**config.mk**
```make
export PLATFORM = sky130hd
export DESIGN_NAME = uart_baud_gen
export DESIGN_NICKNAME = d
export VERILOG_FILES = /design/src/rtl/uart_baud_pkg.sv /design/src/rtl/uart_baud_regs.sv /design/src/rtl/uart_baud_ctrl.sv /design/src/rtl/uart_baud_counter.sv /design/src/rtl/uart_baud_gen.sv
export SDC_FILE = /design/constraint.sdc
export NUM_CORES = 1
export LEC_CHECK = 0
export BUFFER_PORTS_ARGS = -buffer_cell sky130_fd_sc_hd__buf_2
export CORE_MARGIN = 3
export CORE_UTILIZATION = 51
export CTS_CLUSTER_SIZE = 24
export DETAILED_ROUTE_END_ITERATION = 6
export GPL_TIMING_DRIVEN = 0
export PLACE_DENSITY = 0.76
export SYNTH_ARGS = -nofsm -noshare
export SYNTH_HDL_FRONTEND = slang
export SYNTH_SLANG_ARGS = --single-unit
```
**constraint.sdc**
```tcl
create_clock -name clk_i -period 2.8 [get_ports clk_i]
set_input_delay 0.14 -clock clk_i [delete_from_list [all_inputs] [get_ports clk_i]]
set_output_delay 0.14 -clock clk_i [all_outputs]
set_load 0.05 [all_outputs]
```
**src/rtl/uart_baud_pkg.sv**
```systemverilog
package uart_baud_pkg;
  localparam int unsigned BYTE_W = 8;
  localparam int unsigned N_BYTES = 2;
  localparam int unsigned DIV_W = BYTE_W * N_BYTES;
  typedef logic [DIV_W-1:0] div_t;
endpackage

```
**src/rtl/uart_baud_regs.sv**
```systemverilog
module uart_baud_regs #(
  parameter int unsigned BYTE_W = 8,
  parameter int unsigned N_BYTES = 2,
  localparam int unsigned DIV_W = BYTE_W * N_BYTES
) (
  input  logic               clk_i,
  input  logic               rst_ni,
  input  logic [BYTE_W-1:0]  wdata_i,
  input  logic [N_BYTES-1:0] wr_i,
  output logic [DIV_W-1:0]   div_o,
  output logic [N_BYTES-1:0] seen_o
);
  // one byte lane per strobe; reset value is not visible to software
  for (genvar g = 0; g < N_BYTES; g++) begin : g_lane
    logic [BYTE_W-1:0] q;
    logic              seen_q;
    always_ff @(posedge clk_i or negedge rst_ni) begin
      if (!rst_ni) begin
        q      <= '0;
        seen_q <= 1'b0;
      end else if (wr_i[g]) begin
        q      <= wdata_i;
        seen_q <= 1'b1;
      end
    end
    assign div_o[g*BYTE_W +: BYTE_W] = q;
    assign seen_o[g] = seen_q;
  end
endmodule

```
**src/rtl/uart_baud_ctrl.sv**
```systemverilog
module uart_baud_ctrl #(
  parameter int unsigned N_BYTES = 2,
  parameter int unsigned DIV_W = 16
) (
  input  logic [N_BYTES-1:0] seen_i,
  input  logic [N_BYTES-1:0] wr_i,
  input  logic [DIV_W-1:0]   div_i,
  output logic               programmed_o,
  output logic               run_o,
  output logic               restart_o
);
  always_comb begin
    programmed_o = &seen_i;
    run_o        = programmed_o && (div_i != '0);
    restart_o    = |wr_i;
  end
endmodule

```
**src/rtl/uart_baud_counter.sv**
```systemverilog
module uart_baud_counter #(
  parameter int unsigned DIV_W = 16
) (
  input  logic             clk_i,
  input  logic             rst_ni,
  input  logic [DIV_W-1:0] div_i,
  input  logic             run_i,
  input  logic             restart_i,
  output logic             tick_o
);
  logic [DIV_W-1:0] cnt_q;
  logic             last;

  assign last   = (cnt_q == div_i - 1'b1);
  assign tick_o = run_i && last;

  // restart on any divisor write so a new period is never truncated
  always_ff @(posedge clk_i or negedge rst_ni) begin
    if (!rst_ni)                          cnt_q <= '0;
    else if (restart_i || !run_i || last) cnt_q <= '0;
    else                                  cnt_q <= cnt_q + 1'b1;
  end
endmodule

```
**src/rtl/uart_baud_gen.sv**
```systemverilog
module uart_baud_gen
  import uart_baud_pkg::*;
(
  input  logic              clk_i,
  input  logic              rst_ni,
  input  logic [BYTE_W-1:0] wdata_i,
  input  logic              wr_lo_i,
  input  logic              wr_hi_i,
  output logic [BYTE_W-1:0] div_lo_o,
  output logic [BYTE_W-1:0] div_hi_o,
  output logic              programmed_o,
  output logic              tick_o
);
  logic [N_BYTES-1:0] wr;
  logic [N_BYTES-1:0] seen;
  div_t               div;
  logic               run;
  logic               restart;

  assign wr = {wr_hi_i, wr_lo_i};

  uart_baud_regs #(.BYTE_W(BYTE_W), .N_BYTES(N_BYTES)) u_regs (
    .clk_i   (clk_i),
    .rst_ni  (rst_ni),
    .wdata_i (wdata_i),
    .wr_i    (wr),
    .div_o   (div),
    .seen_o  (seen)
  );

  uart_baud_ctrl #(.N_BYTES(N_BYTES), .DIV_W(DIV_W)) u_ctrl (
    .seen_i       (seen),
    .wr_i         (wr),
    .div_i        (div),
    .programmed_o (programmed_o),
    .run_o        (run),
    .restart_o    (restart)
  );

  uart_baud_counter #(.DIV_W(DIV_W)) u_cnt (
    .clk_i     (clk_i),
    .rst_ni    (rst_ni),
    .div_i     (div),
    .run_i     (run),
    .restart_i (restart),
    .tick_o    (tick_o)
  );

  assign div_lo_o = div[BYTE_W-1:0];
  assign div_hi_o = div[DIV_W-1:BYTE_W];
endmodule

```
==> report_table.html <==
<table>
<tr><th>Metric</th><th>Value</th></tr>
<tr><th colspan="2">Routing</th></tr>
<tr><td>Antenna Nets Post-Route</td><td>0</td></tr>
<tr><td>Total number of vias</td><td>1714</td></tr>
<tr><td>Post-DR vias/cell</td><td>5.657</td></tr>
<tr><td>Routed wire per std cell</td><td>15.62 microns</td></tr>
<tr><td>Initial drt markers</td><td>74</td></tr>
<tr><td>Final WL</td><td>4.732 mm</td></tr>
<tr><td>Drt first pass iters</td><td>4</td></tr>
<tr><td>Residual DRC count</td><td>0</td></tr>
<tr><th colspan="2">Clock network</th></tr>
<tr><td>Max Buffers Root-to-Sink</td><td>2</td></tr>
<tr><td>Clock Sinks</td><td>34</td></tr>
<tr><td>Clk Latency, worst-skew pair</td><td>0.28 ns</td></tr>
<tr><td>Maximum level of the CTS H-tree</td><td>2</td></tr>
<tr><td>Clk slew on worst S/H paths</td><td>0.06 ns</td></tr>
<tr><td>TritonCTS clock tree</td><td>done</td></tr>
<tr><td>Clock buffers created by TritonCTS</td><td>5</td></tr>
<tr><td>Clk root buf</td><td>clkbuf_8</td></tr>
<tr><th colspan="2">STA</th></tr>
<tr><td>Remaining max-slew budget at the tightest pin</td><td>0.3222</td></tr>
<tr><td>Worst-margin pin slew</td><td>1.009 ns</td></tr>
<tr><td>Setup-violating endpoint count in the final report</td><td>1</td></tr>
<tr><td>Maximum clock skew at final layout</td><td>0.002731 ns</td></tr>
<tr><td>Fin Hold WS</td><td>0.08331 ns</td></tr>
<tr><td>Final hold violation count</td><td>0</td></tr>
<tr><td>Number of max-slew violations in the final report</td><td>0</td></tr>
<tr><td>Final period utilization</td><td>1.010</td></tr>
<tr><td>RSZ-0062 raised after global routing</td><td>yes</td></tr>
<tr><td>Final period demand of the worst path</td><td>2.829 ns</td></tr>
<tr><td>Final Worst Setup Slack</td><td>-0.02939 ns</td></tr>
<tr><td>Highest clock frequency the design can meet</td><td>353.4 MHz</td></tr>
<tr><th colspan="2">Placement</th></tr>
<tr><td>HPWL after detailed placement</td><td>3.406 mm</td></tr>
<tr><td>Last weighted congestion value of the routability-driven placer</td><td>0.8330</td></tr>
<tr><td>Count of input and output buffers</td><td>28</td></tr>
<tr><td>Placed standard-cell area</td><td>2333 sq um</td></tr>
<tr><td>Pre-CTS setup slack</td><td>-0.1948 ns</td></tr>
<tr><th colspan="2">Floorplanning</th></tr>
<tr><td>Initial standard-cell utilization of the core</td><td>0.5448</td></tr>
<tr><td>Die boundary width</td><td>69.70 microns</td></tr>
<tr><td>Height of the die</td><td>69.70 microns</td></tr>
<tr><td>Site Rows</td><td>22</td></tr>
<tr><td>Area enclosed by the die boundary</td><td>4858 sq um</td></tr>
<tr><td>CORE AREA</td><td>3799 sq um</td></tr>
<tr><td>I/O pin count</td><td>30</td></tr>
<tr><th colspan="2">Global route</th></tr>
<tr><td>Via count of the first global-routing pass</td><td>1670</td></tr>
<tr><td>Congestion Overflow GR</td><td>0</td></tr>
<tr><td>Overall global routing resource usage</td><td>0.2029</td></tr>
<tr><td>Maximum number of pins on one net before global-route repair</td><td>35</td></tr>
<tr><td>Antenna violations before repair</td><td>0</td></tr>
<tr><td>Global-route wire length before repair</td><td>7.859 mm</td></tr>
<tr><th colspan="2">Logic synthesis</th></tr>
<tr><td>Count of flip-flops with a built-in enable after synthesis</td><td>0</td></tr>
<tr><td>Nets in the synthesized netlist</td><td>224</td></tr>
<tr><td>Leading register cell type out of synthesis</td><td>dfrtp_1</td></tr>
<tr><td>Mapped Area</td><td>2069 sq um</td></tr>
<tr><td>Library cells used by synthesis</td><td>45</td></tr>
<tr><td>Async SR Flop Fraction</td><td>1.000</td></tr>
<tr><td>Mean instance size in the synthesized netlist</td><td>9.902 sq um</td></tr>
<tr><td>Share of the yosys chip area belonging to registers</td><td>0.4111</td></tr>
<tr><td>Number of synthesis warnings</td><td>0</td></tr>
<tr><td>Syn Inst Count</td><td>209</td></tr>
<tr><td>Number of register bits inferred by synthesis</td><td>34</td></tr>
<tr><th colspan="2">Run status</th></tr>
<tr><td>Result of the run</td><td>finished with violations</td></tr>
<tr><td>Violated checks</td><td>setup timing</td></tr>
<tr><th colspan="2">Setup path</th></tr>
<tr><td>Required @ worst endpoint</td><td>2.66 ns</td></tr>
<tr><td>Kind of start point of the critical path</td><td>register</td></tr>
<tr><td>Crit path kind</td><td>reg2out</td></tr>
<tr><td>Reg2reg path depth</td><td>8</td></tr>
<tr><td>Critical path peak fanout</td><td>2</td></tr>
<tr><td>CP Capture Type</td><td>output port</td></tr>
<tr><td>Data arrival time of the critical path</td><td>2.69 ns</td></tr>
<tr><th colspan="2">Layout</th></tr>
<tr><td>Layout Utilization</td><td>0.6729</td></tr>
<tr><td>NumNets Final</td><td>269</td></tr>
<tr><td>Finished layout cell area</td><td>2556 sq um</td></tr>
<tr><td>Antenna Cells</td><td>0</td></tr>
<tr><td>Area Overhead vs Synth</td><td>23.52%</td></tr>
<tr><td>Fraction of final layout cells sized beyond drive strength 1</td><td>0.3373</td></tr>
<tr><th colspan="2">Power</th></tr>
<tr><td>PwrDens</td><td>473.5 nW/um^2</td></tr>
<tr><td>Maximum vdd ir drop</td><td>0.0003598 V</td></tr>
<tr><td>Leak Pwr</td><td>0.001068 uW</td></tr>
<tr><th colspan="2">Hold path</th></tr>
<tr><td>Hold Path Stages</td><td>3</td></tr>
<tr><td>Min-delay worst type</td><td>in2reg</td></tr>
<tr><th colspan="2">Job</th></tr>
<tr><td>Total of max-cap violations</td><td>0</td></tr>
</table>
## state kept, by name (all words and copies together) (netlist names)
signal and flops:
u_regs.g_lane.q 16, u_cnt.cnt_q 16, u_regs.g_lane.seen_q 2
## Yosys cell counts (4+ instances only)
cell type  count  area [sq um]
dfrtp_1       34         850.8
nand2_1       28         105.1
nor2_1        20         75.07
xnor2_1       19         166.4
mux2_2        13         146.4
nand4_1        8         50.05
xor2_1         8         70.07
nor3_1         7         35.03
o21ai_0        6         30.03
clkbuf_1       5         18.77
and2_1         4         25.02
nand3_1        4         20.02
## placed cells by master, fill, tap and decap left out, drive strengths merged, types with 2 or more instances in the layout
master | netlist | layout
o2111ai | 2 | 2
or2 | 2 | 2
and2 | 4 | 4
or4 | 2 | 2
nor4b | 3 | 3
nand2 | 28 | 28
and3 | 3 | 3
nor2 | 20 | 20
nand4 | 8 | 8
nand3 | 4 | 4
a21oi | 2 | 2
inv | 3 | 3
dfrtp | 34 | 34
nor3 | 7 | 7
a211oi | 2 | 2
nand2b | 2 | 2
a2111oi | 3 | 3
clkbuf | 6 | 13
mux2 | 13 | 13
or3 | 2 | 2
and4 | 3 | 3
xnor2 | 19 | 19
nor4 | 3 | 3
ha | 3 | 3
o21ai | 6 | 6
xor2 | 8 | 8
nor3b | 3 | 3
buf | 1 | 38
## critical path, stage by stage (launching register included)
cell	delay, ns
dfrtp_1	0.39
buf_6	0.12
or4_4	0.52
or3_4	0.35
a2111oi_4	0.43
o2111ai_2	0.22
nor4_4	0.19
buf_6	0.19
## per-stage QoR
step / power, uW / instances / TNS (ns)
floorplan: 751.3 / 209 / 0
global placement: 820.3 / 285 / -0.7150
global route: 1260 / 303 / -0.4909
detailed placement: 825.9 / 285 / -2.213
CTS: 1199 / 296 / -0.1164
finish: 1210 / 303 / -0.02939
## area by class of cell
class                           instances  area (sq um)
Buffer                                  7         43.79
Clock buffer                            7         86.33
Clock inverter                          1         5.005
Fill cell                             294          1242
Inverter                                3         11.26
Multi-Input combinational cell        165          1261
Sequential cell                        34         860.8
Tap cell                               48         60.06
Timing Repair Buffer                   38         227.7
## per-layer routing
metal  GRT usage  vias to the layer above  wire length (microns)
li1            -                      839                      -
met1      0.2685                      834                   2127
met2      0.3337                       35                   2341
met3     0.04348                        6                    204
met4     0.06170                        0                     58
met5           0                        -                      0
## kinds of logic (layout without fill, tap and decap cells)
| logic type | after synthesis | after routing | synth area share |
|---|---|---|---|
| DFF | 34 | 34 | 0.4111 |
| buffers and inverters | 10 | 56 | 0.02660 |
| AOI/OAI and AO/OA | 25 | 25 | 0.1076 |
| muxes | 14 | 14 | 0.07557 |
| adders and majority gates | 3 | 3 | 0.01814 |
| and+or+nand+nor | 95 | 95 | 0.2358 |
| xor gates and xnor gates | 28 | 28 | 0.1252 |
## what timing repair did
action                                  CTS  global route
resized for setup                         3             9
cloned                                    0             0
buffers inserted                          2             7
endpoints found under the hold margin    34             0
pin swaps                                 1             6
endpoints found under the setup margin   17            17
hold buffers                              1             0
## where the power goes
group / total (uW) / internal, uW / switching, uW
Clock: 371 / 198 / 173
Sequential: 567 / 518 / 49.3
Combinational: 273 / 97.1 / 176
## path summary, 6_finish.rpt
check	startpoint	to	slack, ns
setup / recovery	u_regs.g_lane[0].q[1]	tick_o	-0.03
hold / removal	wdata_i[7]	u_regs.g_lane[0].q[7]	0.08
hold reg to reg	u_regs.g_lane[0].seen_q	u_regs.g_lane[0].seen_q	0.47
min in group asynchronous	rst_ni	u_cnt.cnt_q[13]	0.46
max in group asynchronous	rst_ni	u_regs.g_lane[1].q[2]	1.79
setup reg to reg	u_regs.g_lane[0].q[1]	u_cnt.cnt_q[0]	0.06
No activity file was read; power rests on OpenSTA's default activity.
